`src/rtl/i2s_tx_pkg.sv`:
```
`timescale 1ns/1ps
package i2s_tx_pkg;

    typedef enum logic [1:0] {
        S_IDLE = 2'd0,
        S_RUN  = 2'd1,
        S_HALT = 2'd2
    } tx_state_e;

    localparam logic [2:0] CM_BOTH       = 3'd0;
    localparam logic [2:0] CM_RIGHT_ONLY = 3'd1;
    localparam logic [2:0] CM_LEFT_ONLY  = 3'd2;
    localparam logic [2:0] CM_DUP_RIGHT  = 3'd3;
    localparam logic [2:0] CM_DUP_LEFT   = 3'd4;

    typedef struct packed {
        logic       right_first;
        logic       msb_delay;
        logic       pulse_sync;
        logic [2:0] chan_mode;
    } frame_opts_t;

endpackage

```
`src/rtl/i2s_tx_fifo.sv`:
```
`timescale 1ns/1ps
module i2s_tx_fifo #(
    parameter int DW    = 64,
    parameter int DEPTH = 4
) (
    input  logic                         clk,
    input  logic                         rst_n,
    input  logic                         flush,
    input  logic                         push,
    input  logic [DW-1:0]                din,
    input  logic                         pop,
    output logic [DW-1:0]                dout,
    output logic                         full,
    output logic                         empty,
    output logic [$clog2(DEPTH+1)-1:0]   count
);
    localparam int AW = (DEPTH > 1) ? $clog2(DEPTH) : 1;
    localparam int CW = $clog2(DEPTH + 1);
    localparam logic [AW-1:0] LAST = AW'(DEPTH - 1);
    localparam logic [CW-1:0] FULL_CNT = CW'(DEPTH);

    logic [DW-1:0] mem [DEPTH];
    logic [AW-1:0] wr_ptr, rd_ptr;
    logic [CW-1:0] cnt_q;
    logic          do_push, do_pop;

    assign full    = (cnt_q == FULL_CNT);
    assign empty   = (cnt_q == '0);
    assign do_push = push && !full;
    assign do_pop  = pop && !empty;
    assign dout    = mem[rd_ptr];
    assign count   = cnt_q;

    always_ff @(posedge clk or negedge rst_n) begin
        if (!rst_n) begin
            wr_ptr <= '0;
            rd_ptr <= '0;
            cnt_q  <= '0;
        end else if (flush) begin
            wr_ptr <= '0;
            rd_ptr <= '0;
            cnt_q  <= '0;
        end else begin
            if (do_push) wr_ptr <= (wr_ptr == LAST) ? '0 : wr_ptr + 1'b1;
            if (do_pop)  rd_ptr <= (rd_ptr == LAST) ? '0 : rd_ptr + 1'b1;
            unique case ({do_push, do_pop})
                2'b10:   cnt_q <= cnt_q + 1'b1;
                2'b01:   cnt_q <= cnt_q - 1'b1;
                default: cnt_q <= cnt_q;
            endcase
        end
    end

    always_ff @(posedge clk) begin
        if (do_push && !flush) mem[wr_ptr] <= din;
    end

endmodule

```
`src/rtl/i2s_tx_bit_sel.sv`:
```
`timescale 1ns/1ps
module i2s_tx_bit_sel
    import i2s_tx_pkg::*;
#(
    parameter int SLOT_BITS = 32,
    parameter int BITS_W    = 6,
    parameter int POS_W     = 6
) (
    input  logic [POS_W-1:0]     pos,
    input  frame_opts_t          opts,
    input  logic [BITS_W-1:0]    bits,
    input  logic [SLOT_BITS-1:0] left,
    input  logic [SLOT_BITS-1:0] right,
    output logic                 sd_bit,
    output logic                 ws_bit
);
    localparam logic [POS_W-1:0] SLOT_C = POS_W'(SLOT_BITS);

    logic                 second_slot;
    logic [POS_W-1:0]     slot_pos;
    logic [POS_W-1:0]     width;
    logic [POS_W-1:0]     k;
    logic                 in_range;
    logic                 ch_right;
    logic [SLOT_BITS-1:0] sample;
    logic [SLOT_BITS-1:0] shifted;

    always_comb begin
        second_slot = (pos >= SLOT_C);
        slot_pos    = second_slot ? (pos - SLOT_C) : pos;
        width       = (POS_W'(bits) > SLOT_C) ? SLOT_C : POS_W'(bits);
        ch_right    = second_slot ^ opts.right_first;

        unique case (opts.chan_mode)
            CM_RIGHT_ONLY: sample = ch_right ? right : '0;
            CM_LEFT_ONLY:  sample = ch_right ? '0 : left;
            CM_DUP_RIGHT:  sample = right;
            CM_DUP_LEFT:   sample = left;
            default:       sample = ch_right ? right : left;
        endcase

        if (opts.msb_delay && slot_pos == '0) begin
            k        = '0;
            in_range = 1'b0;
        end else begin
            k        = slot_pos - POS_W'(opts.msb_delay);
            in_range = (k < width);
        end

        shifted = sample >> (width - 1'b1 - k);
        sd_bit  = in_range && shifted[0];
        ws_bit  = opts.pulse_sync ? (pos == '0) : second_slot;
    end

endmodule

```
`src/rtl/i2s_tx_frame_ctl.sv`:
```
`timescale 1ns/1ps
module i2s_tx_frame_ctl
    import i2s_tx_pkg::*;
#(
    parameter int SLOT_BITS = 32,
    parameter int BITS_W    = 6,
    parameter int POS_W     = 6
) (
    input  logic                 clk,
    input  logic                 rst_n,
    input  logic                 tx_rst,
    input  logic                 tx_start,
    input  logic                 bck_en,
    input  logic                 stop_on_empty,
    input  frame_opts_t          live_opts,
    input  logic [BITS_W-1:0]    live_bits,
    input  logic                 fifo_empty,
    input  logic [SLOT_BITS-1:0] fifo_left,
    input  logic [SLOT_BITS-1:0] fifo_right,
    output logic                 fifo_pop,
    output logic [POS_W-1:0]     sel_pos,
    output frame_opts_t          sel_opts,
    output logic [BITS_W-1:0]    sel_bits,
    output logic [SLOT_BITS-1:0] sel_left,
    output logic [SLOT_BITS-1:0] sel_right,
    input  logic                 sd_bit,
    input  logic                 ws_bit,
    output logic                 sd_out,
    output logic                 ws_out,
    output logic                 sclk_run,
    output tx_state_e            state_o,
    output logic [POS_W-1:0]     pos_o,
    output frame_opts_t          snap_o
);
    localparam logic [POS_W-1:0] LAST_POS = POS_W'(2 * SLOT_BITS - 1);

    tx_state_e            state_q, state_d;
    logic [POS_W-1:0]     pos_q;
    frame_opts_t          snap_opts_q;
    logic [BITS_W-1:0]    snap_bits_q;
    logic [SLOT_BITS-1:0] hold_l_q, hold_r_q;
    logic                 sd_q, ws_q;

    logic frame_edge, take, park, emit, leave;

    // Decisions and next state
    always_comb begin
        frame_edge = bck_en && tx_start &&
                     ((state_q == S_HALT) || (state_q == S_RUN && pos_q == '0));
        take  = frame_edge && !fifo_empty;
        park  = frame_edge && fifo_empty && stop_on_empty;
        emit  = bck_en && tx_start && (state_q != S_IDLE) && !park;
        leave = !tx_start && (state_q != S_IDLE);

        state_d = state_q;
        unique case (state_q)
            S_IDLE: if (tx_start) state_d = S_RUN;
            S_RUN: begin
                if (!tx_start)  state_d = S_IDLE;
                else if (park)  state_d = S_HALT;
            end
            S_HALT: begin
                if (!tx_start)                state_d = S_IDLE;
                else if (frame_edge && !park) state_d = S_RUN;
            end
            default: state_d = S_IDLE;
        endcase
    end

    // State register
    always_ff @(posedge clk or negedge rst_n) begin
        if (!rst_n)      state_q <= S_IDLE;
        else if (tx_rst) state_q <= S_IDLE;
        else             state_q <= state_d;
    end

    // Selection feeding the bit selector
    always_comb begin
        sel_pos   = pos_q;
        sel_opts  = frame_edge ? live_opts : snap_opts_q;
        sel_bits  = frame_edge ? live_bits : snap_bits_q;
        sel_left  = take ? fifo_left  : (frame_edge ? '0 : hold_l_q);
        sel_right = take ? fifo_right : (frame_edge ? '0 : hold_r_q);
    end

    // Position, frame snapshot and output registers
    always_ff @(posedge clk or negedge rst_n) begin
        if (!rst_n) begin
            pos_q       <= '0;
            snap_opts_q <= '0;
            snap_bits_q <= '0;
            hold_l_q    <= '0;
            hold_r_q    <= '0;
            sd_q        <= 1'b0;
            ws_q        <= 1'b0;
        end else if (tx_rst || leave) begin
            pos_q       <= '0;
            snap_opts_q <= '0;
            snap_bits_q <= '0;
            hold_l_q    <= '0;
            hold_r_q    <= '0;
            sd_q        <= 1'b0;
            ws_q        <= 1'b0;
        end else if (emit) begin
            sd_q  <= sd_bit;
            ws_q  <= ws_bit;
            pos_q <= (pos_q == LAST_POS) ? '0 : pos_q + 1'b1;
            if (frame_edge) begin
                snap_opts_q <= live_opts;
                snap_bits_q <= live_bits;
                hold_l_q    <= sel_left;
                hold_r_q    <= sel_right;
            end
        end else if (park) begin
            sd_q <= 1'b0;
            ws_q <= 1'b0;
        end
    end

    assign fifo_pop = take;
    assign sd_out   = sd_q;
    assign ws_out   = ws_q;
    assign sclk_run = (state_q == S_RUN);
    assign state_o  = state_q;
    assign pos_o    = pos_q;
    assign snap_o   = snap_opts_q;

endmodule

```
`src/rtl/i2s_tx_serializer.sv`:
```
`timescale 1ns/1ps
module i2s_tx_serializer
    import i2s_tx_pkg::*;
#(
    parameter int SLOT_BITS  = 32,
    parameter int FIFO_DEPTH = 4,
    parameter int PACK_SPLIT = 16
) (
    input  logic                               clk,
    input  logic                               rst_n,
    input  logic                               tx_rst,
    input  logic                               tx_start,
    input  logic                               bck_en,
    input  logic                               cfg_right_first,
    input  logic                               cfg_msb_delay,
    input  logic                               cfg_pulse_sync,
    input  logic [2:0]                         cfg_chan_mode,
    input  logic [$clog2(SLOT_BITS+1)-1:0]     cfg_bits,
    input  logic                               cfg_stop_on_empty,
    input  logic                               s_valid,
    output logic                               s_ready,
    input  logic [SLOT_BITS-1:0]               s_left,
    input  logic [SLOT_BITS-1:0]               s_right,
    output logic                               sd_out,
    output logic                               ws_out,
    output logic                               sclk_run,
    output logic [1:0]                         fifo_pack_code
);
    localparam int BITS_W = $clog2(SLOT_BITS + 1);
    localparam int POS_W  = $clog2(2 * SLOT_BITS);
    localparam int CNT_W  = $clog2(FIFO_DEPTH + 1);
    localparam int PAIR_W = 2 * SLOT_BITS;

    frame_opts_t          live_opts, sel_opts, snap_opts;
    logic                 fifo_full, fifo_empty, fifo_pop, fifo_push;
    logic [CNT_W-1:0]     fifo_cnt;
    logic [PAIR_W-1:0]    fifo_head;
    logic [POS_W-1:0]     sel_pos, pos;
    logic [BITS_W-1:0]    sel_bits;
    logic [SLOT_BITS-1:0] sel_left, sel_right;
    logic                 sd_bit, ws_bit;
    tx_state_e            state;

    assign live_opts = '{right_first: cfg_right_first,
                         msb_delay:   cfg_msb_delay,
                         pulse_sync:  cfg_pulse_sync,
                         chan_mode:   cfg_chan_mode};

    assign s_ready   = !fifo_full && !tx_rst;
    assign fifo_push = s_valid && s_ready;

    assign fifo_pack_code = {(cfg_bits > BITS_W'(PACK_SPLIT)),
                             (cfg_chan_mode == CM_DUP_RIGHT) || (cfg_chan_mode == CM_DUP_LEFT)};

    i2s_tx_fifo #(.DW(PAIR_W), .DEPTH(FIFO_DEPTH)) u_fifo (
        .clk   (clk),
        .rst_n (rst_n),
        .flush (tx_rst),
        .push  (fifo_push),
        .din   ({s_left, s_right}),
        .pop   (fifo_pop),
        .dout  (fifo_head),
        .full  (fifo_full),
        .empty (fifo_empty),
        .count (fifo_cnt)
    );

    i2s_tx_frame_ctl #(.SLOT_BITS(SLOT_BITS), .BITS_W(BITS_W), .POS_W(POS_W)) u_ctl (
        .clk           (clk),
        .rst_n         (rst_n),
        .tx_rst        (tx_rst),
        .tx_start      (tx_start),
        .bck_en        (bck_en),
        .stop_on_empty (cfg_stop_on_empty),
        .live_opts     (live_opts),
        .live_bits     (cfg_bits),
        .fifo_empty    (fifo_empty),
        .fifo_left     (fifo_head[PAIR_W-1:SLOT_BITS]),
        .fifo_right    (fifo_head[SLOT_BITS-1:0]),
        .fifo_pop      (fifo_pop),
        .sel_pos       (sel_pos),
        .sel_opts      (sel_opts),
        .sel_bits      (sel_bits),
        .sel_left      (sel_left),
        .sel_right     (sel_right),
        .sd_bit        (sd_bit),
        .ws_bit        (ws_bit),
        .sd_out        (sd_out),
        .ws_out        (ws_out),
        .sclk_run      (sclk_run),
        .state_o       (state),
        .pos_o         (pos),
        .snap_o        (snap_opts)
    );

    i2s_tx_bit_sel #(.SLOT_BITS(SLOT_BITS), .BITS_W(BITS_W), .POS_W(POS_W)) u_bits (
        .pos    (sel_pos),
        .opts   (sel_opts),
        .bits   (sel_bits),
        .left   (sel_left),
        .right  (sel_right),
        .sd_bit (sd_bit),
        .ws_bit (ws_bit)
    );

endmodule

```
`config.mk`:
```
export PLATFORM = sky130hd
export DESIGN_NAME = i2s_tx_serializer
export DESIGN_NICKNAME = d
export VERILOG_FILES = /design/src/rtl/i2s_tx_pkg.sv /design/src/rtl/i2s_tx_fifo.sv /design/src/rtl/i2s_tx_bit_sel.sv /design/src/rtl/i2s_tx_frame_ctl.sv /design/src/rtl/i2s_tx_serializer.sv
export SDC_FILE = /design/constraint.sdc
export NUM_CORES = 1
export LEC_CHECK = 0
export BUFFER_PORTS_ARGS = -buffer_cell sky130_fd_sc_hd__buf_2
export CAP_MARGIN = 30
export CORE_ASPECT_RATIO = 0.75
export CORE_MARGIN = 4
export CORE_UTILIZATION = 45
export DETAILED_ROUTE_END_ITERATION = 8
export GPL_TIMING_DRIVEN = 0
export SETUP_SLACK_MARGIN = 0.2
export SLEW_MARGIN = 0
export SYNTH_ARGS = -nofsm -noshare
export SYNTH_HDL_FRONTEND = slang
export SYNTH_HIERARCHICAL = 1
export SYNTH_SLANG_ARGS = --single-unit
```
`constraint.sdc`:
```
create_clock -name clk -period 4.7 [get_ports clk]
set_input_delay 0.235 -clock clk [delete_from_list [all_inputs] [get_ports clk]]
set_output_delay 0.235 -clock clk [all_outputs]
set_load 0.02 [all_outputs]
```
==> impl_metrics.env <==
export IMPL_synth_top_family_by_area="multiplexers"
export IMPL_fp_dieW_um=224
export IMPL_clk_pin_slew_worst_paths_ps=60
export IMPL_crit_chain="nor4_4 > a31oi_4 > nor2_4 > buf_8 > buf_12 > mux2_4 > ha_4 > nand2b_4 > ha_4 > fa_2 > buf_6 > buf_16 > mux4_1 > inv_1 > o22ai_2 > nor3_1 > o31ai_1 > o211a_1 > mux2i_1 > nor3_1"
export IMPL_tightest_slew_ps=697
export IMPL_drc=0
export IMPL_crit_path_end_kind="flip-flop"
export IMPL_status="complete, no violations"
export IMPL_grt_use_met2=0.278
export IMPL_hold_start="tx_rst"
export IMPL_use_met3=0.0312
export IMPL_mostFrequentLayoutCells="edfxtp_1, buf_2, dfrtp_1"
export IMPL_placed_cells=1501
export IMPL_firstDrtPassIters=7
export IMPL_drive_gt1_frac=0.323
export IMPL_r2r_cells=20
export IMPL_ys_seq_elements=349
export IMPL_fill_cells=2779
export IMPL_cts_tree="yes"
export IMPL_hold_violations=0
export IMPL_die_area_sq_um=38100
export IMPL_grt_pass1_vias=9458
export IMPL_synth_warnings=6
export IMPL_synthTopCellsByArea="edfxtp_1, dfrtp_1, mux4_2, mux2_2, a22o_1"
export IMPL_yosysSeqAreaShare=0.635
export IMPL_numClockSinks=349
export IMPL_use_met1=0.298
export IMPL_busiest_layer="met1"
export IMPL_cp_max_fo=8
export IMPL_antenna_found_initial=1
export IMPL_slew_headroom=0.532
export IMPL_routedWlPerCell_um=21.4
export IMPL_via_per_inst=5.51
export IMPL_rsz0062_at_grt="false"
export IMPL_synth_edf_count=256
export IMPL_start_kind="flip-flop"
export IMPL_synth_adder_area_share=0.0176
export IMPL_dp_slack_ps=-500
export IMPL_layout_nets=1281
export IMPL_io_buffers=88
export IMPL_layout_commonest_cell="edfxtp_1"
export IMPL_synthDistinctLibCells=61
export IMPL_grt_usage=0.189
export IMPL_grt_overflow=0
export IMPL_r2r_end="u_ctl/sd_out"
export IMPL_clock_skew_ps=20.4
export IMPL_synth_mux_area_frac=0.173
export IMPL_core_sq_um=34600
export IMPL_ir_drop_v=0.000241
export IMPL_antenna_cells=0
export IMPL_yosys_area_top_type="edfxtp_1"
export IMPL_hold_end="u_ctl/state_o[1]"
export IMPL_instances_no_fill=1660
export IMPL_die_h_um=170
export IMPL_power_total_mw=6.50
export IMPL_finalCritPeriodShare=0.921
export IMPL_setup_ws_ps=373
export IMPL_async_flop_share=0.266
export IMPL_area_growth_pct=21.3
export IMPL_io_pins=89
export IMPL_ys_flop_type="edfxtp_1"
export IMPL_htree_levels=2
export IMPL_drv_slew=0
export IMPL_regToRegStartpoint="u_ctl/pos_o[3]"
export IMPL_rrSetupSlack_ps=370
export IMPL_synth_cells=951
export IMPL_syn_cell_area_sq_um=15800
export IMPL_rows=59
export IMPL_final_antenna_net_count=0
export IMPL_gp_congestion=0.863
export IMPL_synth_compound_area_frac=0.0754
export IMPL_clk_path_buf_depth=3
export IMPL_grt_pass1_wl_um=56100
export IMPL_clk_latency_ps=540
export IMPL_syn_nets=1055
export IMPL_setup_viol=0
export IMPL_maxCapViolCount=0
export IMPL_worstSetupPathType="reg2reg"
export IMPL_max_freq_mhz=231
export IMPL_synth_simple_area_share=0.0604
export IMPL_grt_start_max_net_pins=52
export IMPL_drt_initial_drc_count=773
export IMPL_p_leak_nw=7.20
export IMPL_wirelength_um=35600
export IMPL_hpwl_um=23100
export IMPL_hold_depth=3
export IMPL_initial_core_util=0.456
export IMPL_critPathSlowestCell="fa_2"
export IMPL_powerDensity_nw_per_um2=340
export IMPL_synth_top_area_frac=0.487
export IMPL_num_vias=9141
export IMPL_cts_root_buf="clkbuf_16"
export IMPL_fin_util=0.553
export IMPL_period_minus_slack_ps=4330
export IMPL_numCtsBuffers=37
export IMPL_synthXorXnorAreaFrac=0.00611
export IMPL_hp_class="in2reg"
export IMPL_worstPathArrival_ps=4700
export IMPL_max_stage_delay_ps=660
export IMPL_syn_avg_cell_area_sq_um=16.6
export IMPL_worstPathRequired_ps=5080
-- cell usage after synthesis (all sizes together), types with 4 or more instances --
library cell and number:
buf 52, nor2b 66, a22o 75, nor3 8, clkbuf 12, mux2i 23, a21oi 19, nand3 11
ha 19, xnor2 9, nand2 23, and2 11, mux2 76, nor2 12, edfxtp 256, nand2b 12
nand3b 6, nor4 4, dfrtp 93, o21ai 8, o22ai 7, o221ai 10, mux4 72, inv 25
-- state kept, by name, indices dropped and copies added (netlist names) --
name / flops
u_fifo/mem: 256
u_ctl/hold_l_q: 32
u_ctl/hold_r_q: 32
u_ctl/pos_o: 6
u_ctl/snap_bits_q: 6
u_ctl/snap_o: 6
u_fifo/count: 3
u_ctl/state_o: 2
u_fifo/rd_ptr: 2
u_fifo/wr_ptr: 2
u_ctl/sd_out: 1
u_ctl/ws_out: 1
-- metrics by stage --
step / instance area [sq um] / TNS, ps / hold slack (ps)
global route: 19100 / 0 / 65.1
finish: 19100 / 0 / 60.7
detailed placement: 16900 / -500 / 298
global placement: 16800 / -49210 / 449
CTS: 19000 / 0 / 36.2
floorplan: 15800 / 0 / -60.6
-- cell families (layout without fill, tap and decap cells) --
group,Yosys count,after routing
AOI/OAI and AO/OA,147,147
xor gates and xnor gates,11,11
adders and majority gates,21,21
buffers and inverters,89,341
DFF,349,349
muxes,171,171
and+or+nand+nor,163,163
-- worst max-delay path: cells and delay by family (launching register included) --
kind            cells  cell delay [ps]
fa+ha+maj           3             1070
simple gates        5              880
mux                 3              720
buf+inv             5              560
compound gates      4              520
flops               1              420
-- how the worst max path moves through the flow --
stage	slack, ps	startpoint	endpoint	cells past startpoint
floorplan	500	u_ctl/pos_o[2]	u_ctl/sd_out	20
global placement	-500	u_ctl/pos_o[2]	u_ctl/sd_out	20
detailed placement	-500	u_ctl/pos_o[2]	u_ctl/sd_out	20
CTS	200	u_ctl/pos_o[4]	u_ctl/sd_out	20
global route	200	u_ctl/pos_o[3]	u_ctl/sd_out	19
finish	370	u_ctl/pos_o[3]	u_ctl/sd_out	20
-- report_power, final --
group | total (mW) | internal [mW] | switching, mW
clock | 2.75 | 1.57 | 1.18
sequential | 3.35 | 3.34 | 0.00796
combinational | 0.395 | 0.181 | 0.214
-- what timing repair did --
item                                   4_1_cts  5_1_grt
gates cloned                                 1        0
buffers inserted                             7        7
pin swaps                                    6        7
resized for setup                           16       25
setup endpoints to repair                    1        1
hold buffers                                79        0
endpoints found under the hold margin      312        0
-- layer usage --
layer / part of all wire / vias up / wire, um
li1: - / 4193 / -
met1: 0.50 / 4652 / 17700
met2: 0.44 / 251 / 15500
met3: 0.050 / 45 / 1770
met4: 0.016 / 0 / 557
met5: 0 / - / 0
-- final cells by class --
type,count,area [sq um],share of cell area
clock buffer,50,1010,0.0526
timing repair buffer,187,1510,0.0790
clock inverter,15,121,0.00634
multi-input combinational,513,5350,0.279
tap,457,572,0.0299
buffer,64,463,0.0242
inverter,25,93.8,0.00490
sequential,349,10000,0.524
Note: power is estimated with default switching activity, not from simulation.
